## config.mk

```make
export PLATFORM = sky130hd
export DESIGN_NAME = ratio_clkdiv
export DESIGN_NICKNAME = d
export VERILOG_FILES = /design/src/rtl/rcd_pkg.sv /design/src/rtl/rcd_regs.sv /design/src/rtl/rcd_commit.sv /design/src/rtl/rcd_divider.sv /design/src/rtl/ratio_clkdiv.sv
export SDC_FILE = /design/constraint.sdc
export NUM_CORES = 1
export LEC_CHECK = 0
export BUFFER_PORTS_ARGS = -buffer_cell sky130_fd_sc_hd__buf_2
export CORE_ASPECT_RATIO = 0.7
export CORE_MARGIN = 1
export CORE_UTILIZATION = 35
export CTS_CLUSTER_SIZE = 40
export DETAILED_ROUTE_END_ITERATION = 8
export SLEW_MARGIN = 40
export SYNTH_ARGS = -nofsm -noshare
export SYNTH_HDL_FRONTEND = slang
export SYNTH_SLANG_ARGS = --single-unit
```

## constraint.sdc

```tcl
create_clock -name clk -period 5.81 [get_ports clk]
set_clock_uncertainty 0.05 [all_clocks]
set_input_delay 1.162 -clock clk [delete_from_list [all_inputs] [get_ports clk]]
set_output_delay 1.162 -clock clk [all_outputs]
set_load 0.005 [all_outputs]
```

## src/rtl/rcd_pkg.sv

```systemverilog
package rcd_pkg;

  typedef enum logic [1:0] {
    SEL_NONE  = 2'd0,
    SEL_CTRL  = 2'd1,
    SEL_RATIO = 2'd2
  } reg_sel_e;

  // smallest ratio the divider can realise with a non-empty high phase
  localparam int unsigned MIN_RATIO = 2;

endpackage

```

## src/rtl/rcd_regs.sv

```systemverilog
module rcd_regs
  import rcd_pkg::*;
#(
  parameter int unsigned ADDR_W    = 8,
  parameter int unsigned DATA_W    = 32,
  parameter int unsigned RATIO_OFS = 8,
  parameter int unsigned RATIO_LSB = 8,
  parameter int unsigned RATIO_W   = 6,
  parameter int unsigned TRIG_BIT  = 8,
  parameter int unsigned EN_BIT    = 25
) (
  input  logic               clk,
  input  logic               rst_n,
  input  logic [ADDR_W-1:0]  bus_addr,
  input  logic               bus_wr,
  input  logic [DATA_W-1:0]  bus_wdata,
  output logic [DATA_W-1:0]  bus_rdata,
  output logic               ctrl_wr,
  output logic               trig_q,
  output logic               en_q,
  output logic [RATIO_W-1:0] shadow
);

  localparam logic [ADDR_W-1:0] CTRL_ADDR  = '0;
  localparam logic [ADDR_W-1:0] RATIO_ADDR = ADDR_W'(RATIO_OFS);

  reg_sel_e          sel;
  logic [DATA_W-1:0] ctrl_q, ctrl_d;
  logic [DATA_W-1:0] ratio_q, ratio_d;
  logic              ctrl_en, ratio_en;

  always_comb begin
    if (bus_addr == CTRL_ADDR)       sel = SEL_CTRL;
    else if (bus_addr == RATIO_ADDR) sel = SEL_RATIO;
    else                             sel = SEL_NONE;
  end

  always_comb begin
    ctrl_en  = bus_wr && (sel == SEL_CTRL);
    ratio_en = bus_wr && (sel == SEL_RATIO);
    ctrl_d   = bus_wdata;
    ratio_d  = bus_wdata;
  end

  always_ff @(posedge clk or negedge rst_n) begin
    if (!rst_n) begin
      ctrl_q  <= '0;
      ratio_q <= '0;
    end else begin
      if (ctrl_en)  ctrl_q  <= ctrl_d;
      if (ratio_en) ratio_q <= ratio_d;
    end
  end

  always_comb begin
    case (sel)
      SEL_CTRL:  bus_rdata = ctrl_q;
      SEL_RATIO: bus_rdata = ratio_q;
      default:   bus_rdata = '0;
    endcase
  end

  assign ctrl_wr = ctrl_en;
  assign trig_q  = ctrl_q[TRIG_BIT];
  assign en_q    = ctrl_q[EN_BIT];
  assign shadow  = ratio_q[RATIO_LSB +: RATIO_W];

endmodule

```

## src/rtl/rcd_commit.sv

```systemverilog
module rcd_commit
  import rcd_pkg::*;
#(
  parameter int unsigned RATIO_W     = 6,
  parameter int unsigned RESET_RATIO = 4
) (
  input  logic               clk,
  input  logic               rst_n,
  input  logic               ctrl_wr,
  input  logic               wr_force,
  input  logic               wr_trig,
  input  logic               trig_q,
  input  logic [RATIO_W-1:0] shadow,
  output logic               commit_now,
  output logic [RATIO_W-1:0] act_q,
  output logic [RATIO_W-1:0] act_d,
  output logic               done_q
);

  localparam logic [RATIO_W-1:0] RST_VAL = RATIO_W'(RESET_RATIO);
  localparam logic [RATIO_W-1:0] MIN_VAL = RATIO_W'(MIN_RATIO);

  logic trig_rise;
  logic shadow_ok;

  always_comb begin
    trig_rise  = ctrl_wr && wr_trig && !trig_q;
    shadow_ok  = (shadow >= MIN_VAL);
    commit_now = trig_rise && wr_force && shadow_ok;
    act_d      = commit_now ? shadow : act_q;
  end

  always_ff @(posedge clk or negedge rst_n) begin
    if (!rst_n) begin
      act_q  <= RST_VAL;
      done_q <= 1'b0;
    end else begin
      act_q  <= act_d;
      done_q <= commit_now;
    end
  end

endmodule

```

## src/rtl/rcd_divider.sv

```systemverilog
module rcd_divider #(
  parameter int unsigned RATIO_W = 6
) (
  input  logic               clk,
  input  logic               rst_n,
  input  logic               run,
  input  logic               restart,
  input  logic [RATIO_W-1:0] act_q,
  input  logic [RATIO_W-1:0] act_d,
  output logic               clk_out
);

  localparam logic [RATIO_W-1:0] ONE = RATIO_W'(1);

  logic [RATIO_W-1:0] cnt_q, cnt_d;
  logic               out_q, out_d;
  logic [RATIO_W-1:0] half;

  always_comb begin
    half = act_q >> 1;
    if (restart || !run) begin
      // park on the last count so the next enabled edge opens a period
      cnt_d = act_d - ONE;
      out_d = 1'b0;
    end else begin
      cnt_d = (cnt_q == act_q - ONE) ? '0 : cnt_q + ONE;
      out_d = (cnt_d < half);
    end
  end

  always_ff @(posedge clk or negedge rst_n) begin
    if (!rst_n) begin
      cnt_q <= '0;
      out_q <= 1'b0;
    end else begin
      cnt_q <= cnt_d;
      out_q <= out_d;
    end
  end

  assign clk_out = out_q;

endmodule

```

## src/rtl/ratio_clkdiv.sv

```systemverilog
module ratio_clkdiv #(
  parameter int unsigned ADDR_W      = 8,
  parameter int unsigned DATA_W      = 32,
  parameter int unsigned RATIO_OFS   = 8,
  parameter int unsigned EN_BASE     = 24,
  parameter int unsigned FORCE_BIT   = 1,
  parameter int unsigned TRIG_BIT    = 8,
  parameter int unsigned RATIO_LSB   = 8,
  parameter int unsigned RATIO_W     = 6,
  parameter int unsigned RESET_RATIO = 4
) (
  input  logic              clk,
  input  logic              rst_n,
  input  logic [ADDR_W-1:0] bus_addr,
  input  logic              bus_wr,
  input  logic [DATA_W-1:0] bus_wdata,
  output logic [DATA_W-1:0] bus_rdata,
  output logic              clk_div_out,
  output logic              commit_done
);

  localparam int unsigned EN_BIT = EN_BASE + FORCE_BIT;

  logic               ctrl_wr;
  logic               trig_q;
  logic               run;
  logic [RATIO_W-1:0] shadow;
  logic               commit_now;
  logic [RATIO_W-1:0] act_ratio;
  logic [RATIO_W-1:0] act_next;

  rcd_regs #(
    .ADDR_W(ADDR_W), .DATA_W(DATA_W), .RATIO_OFS(RATIO_OFS),
    .RATIO_LSB(RATIO_LSB), .RATIO_W(RATIO_W),
    .TRIG_BIT(TRIG_BIT), .EN_BIT(EN_BIT)
  ) regs_i (
    .clk(clk), .rst_n(rst_n),
    .bus_addr(bus_addr), .bus_wr(bus_wr), .bus_wdata(bus_wdata),
    .bus_rdata(bus_rdata),
    .ctrl_wr(ctrl_wr), .trig_q(trig_q), .en_q(run), .shadow(shadow)
  );

  rcd_commit #(
    .RATIO_W(RATIO_W), .RESET_RATIO(RESET_RATIO)
  ) commit_i (
    .clk(clk), .rst_n(rst_n),
    .ctrl_wr(ctrl_wr),
    .wr_force(bus_wdata[FORCE_BIT]), .wr_trig(bus_wdata[TRIG_BIT]),
    .trig_q(trig_q), .shadow(shadow),
    .commit_now(commit_now), .act_q(act_ratio), .act_d(act_next),
    .done_q(commit_done)
  );

  rcd_divider #(
    .RATIO_W(RATIO_W)
  ) div_i (
    .clk(clk), .rst_n(rst_n),
    .run(run), .restart(commit_now),
    .act_q(act_ratio), .act_d(act_next),
    .clk_out(clk_div_out)
  );

endmodule

```

==> impl_metrics.toml <==
[yosys]
ys_seq_area_share_pct = 51.67
synth_cells = 300
synth-edff-count = 0
synthArstFlopShare_pct = 100.0
synth.top_cell.area_share_pct = 50.98
ys_ff_latch = 78
synthTopCellsByArea = "dfrtp_1, mux2_2, a22o_1, ha_1, xnor2_1"
synth_area_leader_cell = "dfrtp_1"
synth_cell_type_count = 46
syn-num-nets = 350
syn_area_um2 = 3780
synth_top_flop_cell = "dfrtp_1"
synth.avg_cell_area_um2 = 12.60
ys_warn_count = 0

[global_route]
track_usage_pct = 16.88
first_global_vias = 2705
antenna_found_initial = 0
grt_start_max_net_pins = 79
overflow = 0
grt_pass1_wl_um = 14280

[worst_setup_path]
crit_arrival_ns = 2.61
startpoint = "bus_addr[1]"
cp_max_fo = 33
cpMaxStageDelayCell = "nor4_1"
r2r_cells = 10
crit_chain = "buf_2 -> nor4_1 -> and2_1 -> buf_4 -> a22o_1 -> buf_2"
rrSetupSlack_ns = 2.96
critPathKind = "input port to output pin"
critPathLaunchType = "input port"
r2r_start = "commit_i.act_q[1]"
worstReg2RegEnd = "div_i.clk_out"
cp_common_cell = "buf_2"
crit_required_ns = 4.60
end_kind = "output pin"
max_stage_delay_ns = 0.43
cp-endpoint = "bus_rdata[1]"

[die]
coreArea_um2 = 10430
die_h_um = 88.95
start_util_pct = 36.23
die_width_um = 126.2
rows = 31
dieArea_um2 = 11230
ioPinCount = 77

[route]
routedWlPerCell_um = 17.09
via_per_inst = 5.286
antenna_left = 0
num_vias = 2701
drc = 0
drt_iter0_drc = 157
drt_first_pass_iters = 4
totalWireLength_um = 8735

[sta]
finalCriticalPeriod_ns = 3.824
fmax_mhz = 261.5
hold_violations = 0
whs_ns = 0.4432
worst_slew_pin_slew_ns = 0.7173
tns_ns = 0
fin_crit_sh_pct = 65.82
setup_viol = 0
rsz0062_at_grt = "no"
slew_violations = 0
relSlewSlack_pct = 52.18

[cts]
cts_setup_buffers = 0
clk_pin_slew_ns = 0.06
numCtsBuffers = 9
holdBufCountCts = 0
clk_latency_ns = 0.33
htreeDepth = 3
ctsResizeCount = 0
clockRootBuffer = "clkbuf_16"
cts_buffer_depth = 2
clkSinkCount = 78
cts_tree = "built"

[pwr]
power_mw = 1.276
vdd_drop_max_mv = 0.1400
p_leak_nw = 2.396
power_density_nw_per_um2 = 276.8

[cells_and_area]
finalInstanceArea_um2 = 4609
area.growth.synth_to_final_pct = 21.95
fill_cells = 994
nNetsFinal = 424
antenna_cells = 0
drive_above_1_share_pct = 42.74

[placed_design]
dp_hpwl_um = 6055
dpl_cell_area_um2 = 4285
routabilityCongestion = 0.8380
port_buffers = 76

[run]
cap_viol_max_count = 0

[worst_hold_path]
min_path_type = "register to register"
whs_path_depth = 1

[status]
outcome = "complete, no violations"
layout make-up:
class	instances	area [µm²]	share of cell area, %
Tap cell	132	165.2	3.583
Sequential cell	78	1953	42.37
Timing Repair Buffer	80	416.7	9.039
Clock inverter	6	85.08	1.846
Multi-Input combinational cell	193	1705	37.00
Clock buffer	10	239.0	5.185
Inverter	12	45.04	0.9772
synth_stat cells (all sizes together) (4+ instances only):
master	count
a22o	33
buf	9
clkbuf	8
dfrtp	77
ha	7
inv	12
mux2	64
nand2	12
nand3	6
nor2	10
nor3	4
o21ai	10
xnor2	9
xor2	5
layout by cell type, fill, tap and decap left out, types with 3 or more instances in the layout:
cell type | netlist | final
o21ai_0 | 7 | 7
nor3_1 | 4 | 4
mux2_1 | 6 | 6
dfrtp_1 | 77 | 77
nand2_1 | 12 | 12
and3_1 | 3 | 3
xnor2_1 | 9 | 9
nor2_1 | 9 | 9
nand3_1 | 6 | 6
xor2_1 | 5 | 5
buf_4 | 0 | 4
mux2_2 | 58 | 58
inv_1 | 11 | 11
buf_2 | 9 | 75
clkbuf_16 | 0 | 9
a22o_1 | 33 | 33
ha_1 | 7 | 7
metal layers:
metal / track usage (%) / wire, µm / vias to the layer above
met5: 0 / 0 / -
met4: 6.462 / 158 / 0
met3: 4.369 / 468 / 15
met2: 27.02 / 3969 / 81
met1: 22.29 / 4138 / 1351
li1: - / - / 1254
cells by family (layout without fill, tap and decap cells):
logic type / Yosys count / in the layout / share of synthesized area, %
xor gates and xnor gates: 15 / 15 / 3.840
adders and majority gates: 7 / 7 / 2.317
DFF: 78 / 78 / 51.67
muxes: 65 / 65 / 19.33
and+or+nand+nor: 46 / 46 / 6.588
buffers and inverters: 29 / 108 / 3.211
AOI/OAI and AO/OA: 60 / 60 / 13.04
state kept, by name (all words and copies together), names as in the netlist:
register,count
regs_i.ctrl_q,32
regs_i.ratio_q,32
commit_i.act_q,6
div_i.cnt_q,6
commit_i.done_q,1
div_i.clk_out,1
critical path, delay by kind of cell:
kind | cells | cell delay (ns)
compound gates | 1 | 0.22
buf+inv | 3 | 0.59
simple gates | 2 | 0.62
how the worst min path moves through the flow:
| stage | from | to | slack (ns) |
|---|---|---|---|
| after floorplan | regs_i.ratio_q[2] | regs_i.ratio_q[2] | 0.42 |
| after global placement | regs_i.ratio_q[7] | regs_i.ratio_q[7] | 0.42 |
| after detailed placement | regs_i.ratio_q[3] | regs_i.ratio_q[3] | 0.44 |
| after CTS | regs_i.ratio_q[3] | regs_i.ratio_q[3] | 0.45 |
| after global routing | regs_i.ratio_q[2] | regs_i.ratio_q[2] | 0.46 |
| final | regs_i.ratio_q[2] | regs_i.ratio_q[2] | 0.44 |
power breakdown:
part	internal [mW]	switching (mW)
sequential	0.567	0.0167
combinational	0.0428	0.0459
clock	0.386	0.218
total	0.995	0.280
stage by stage:
step	setup slack, ns	cells	utilization (%)
after global routing	1.870	511	44.18
after CTS	1.973	511	44.18
final	1.986	511	44.18
after global placement	2.015	495	41.04
after floorplan	2.282	300	-
after detailed placement	1.969	495	41.07
Note: power is estimated with default switching activity, not from simulation.
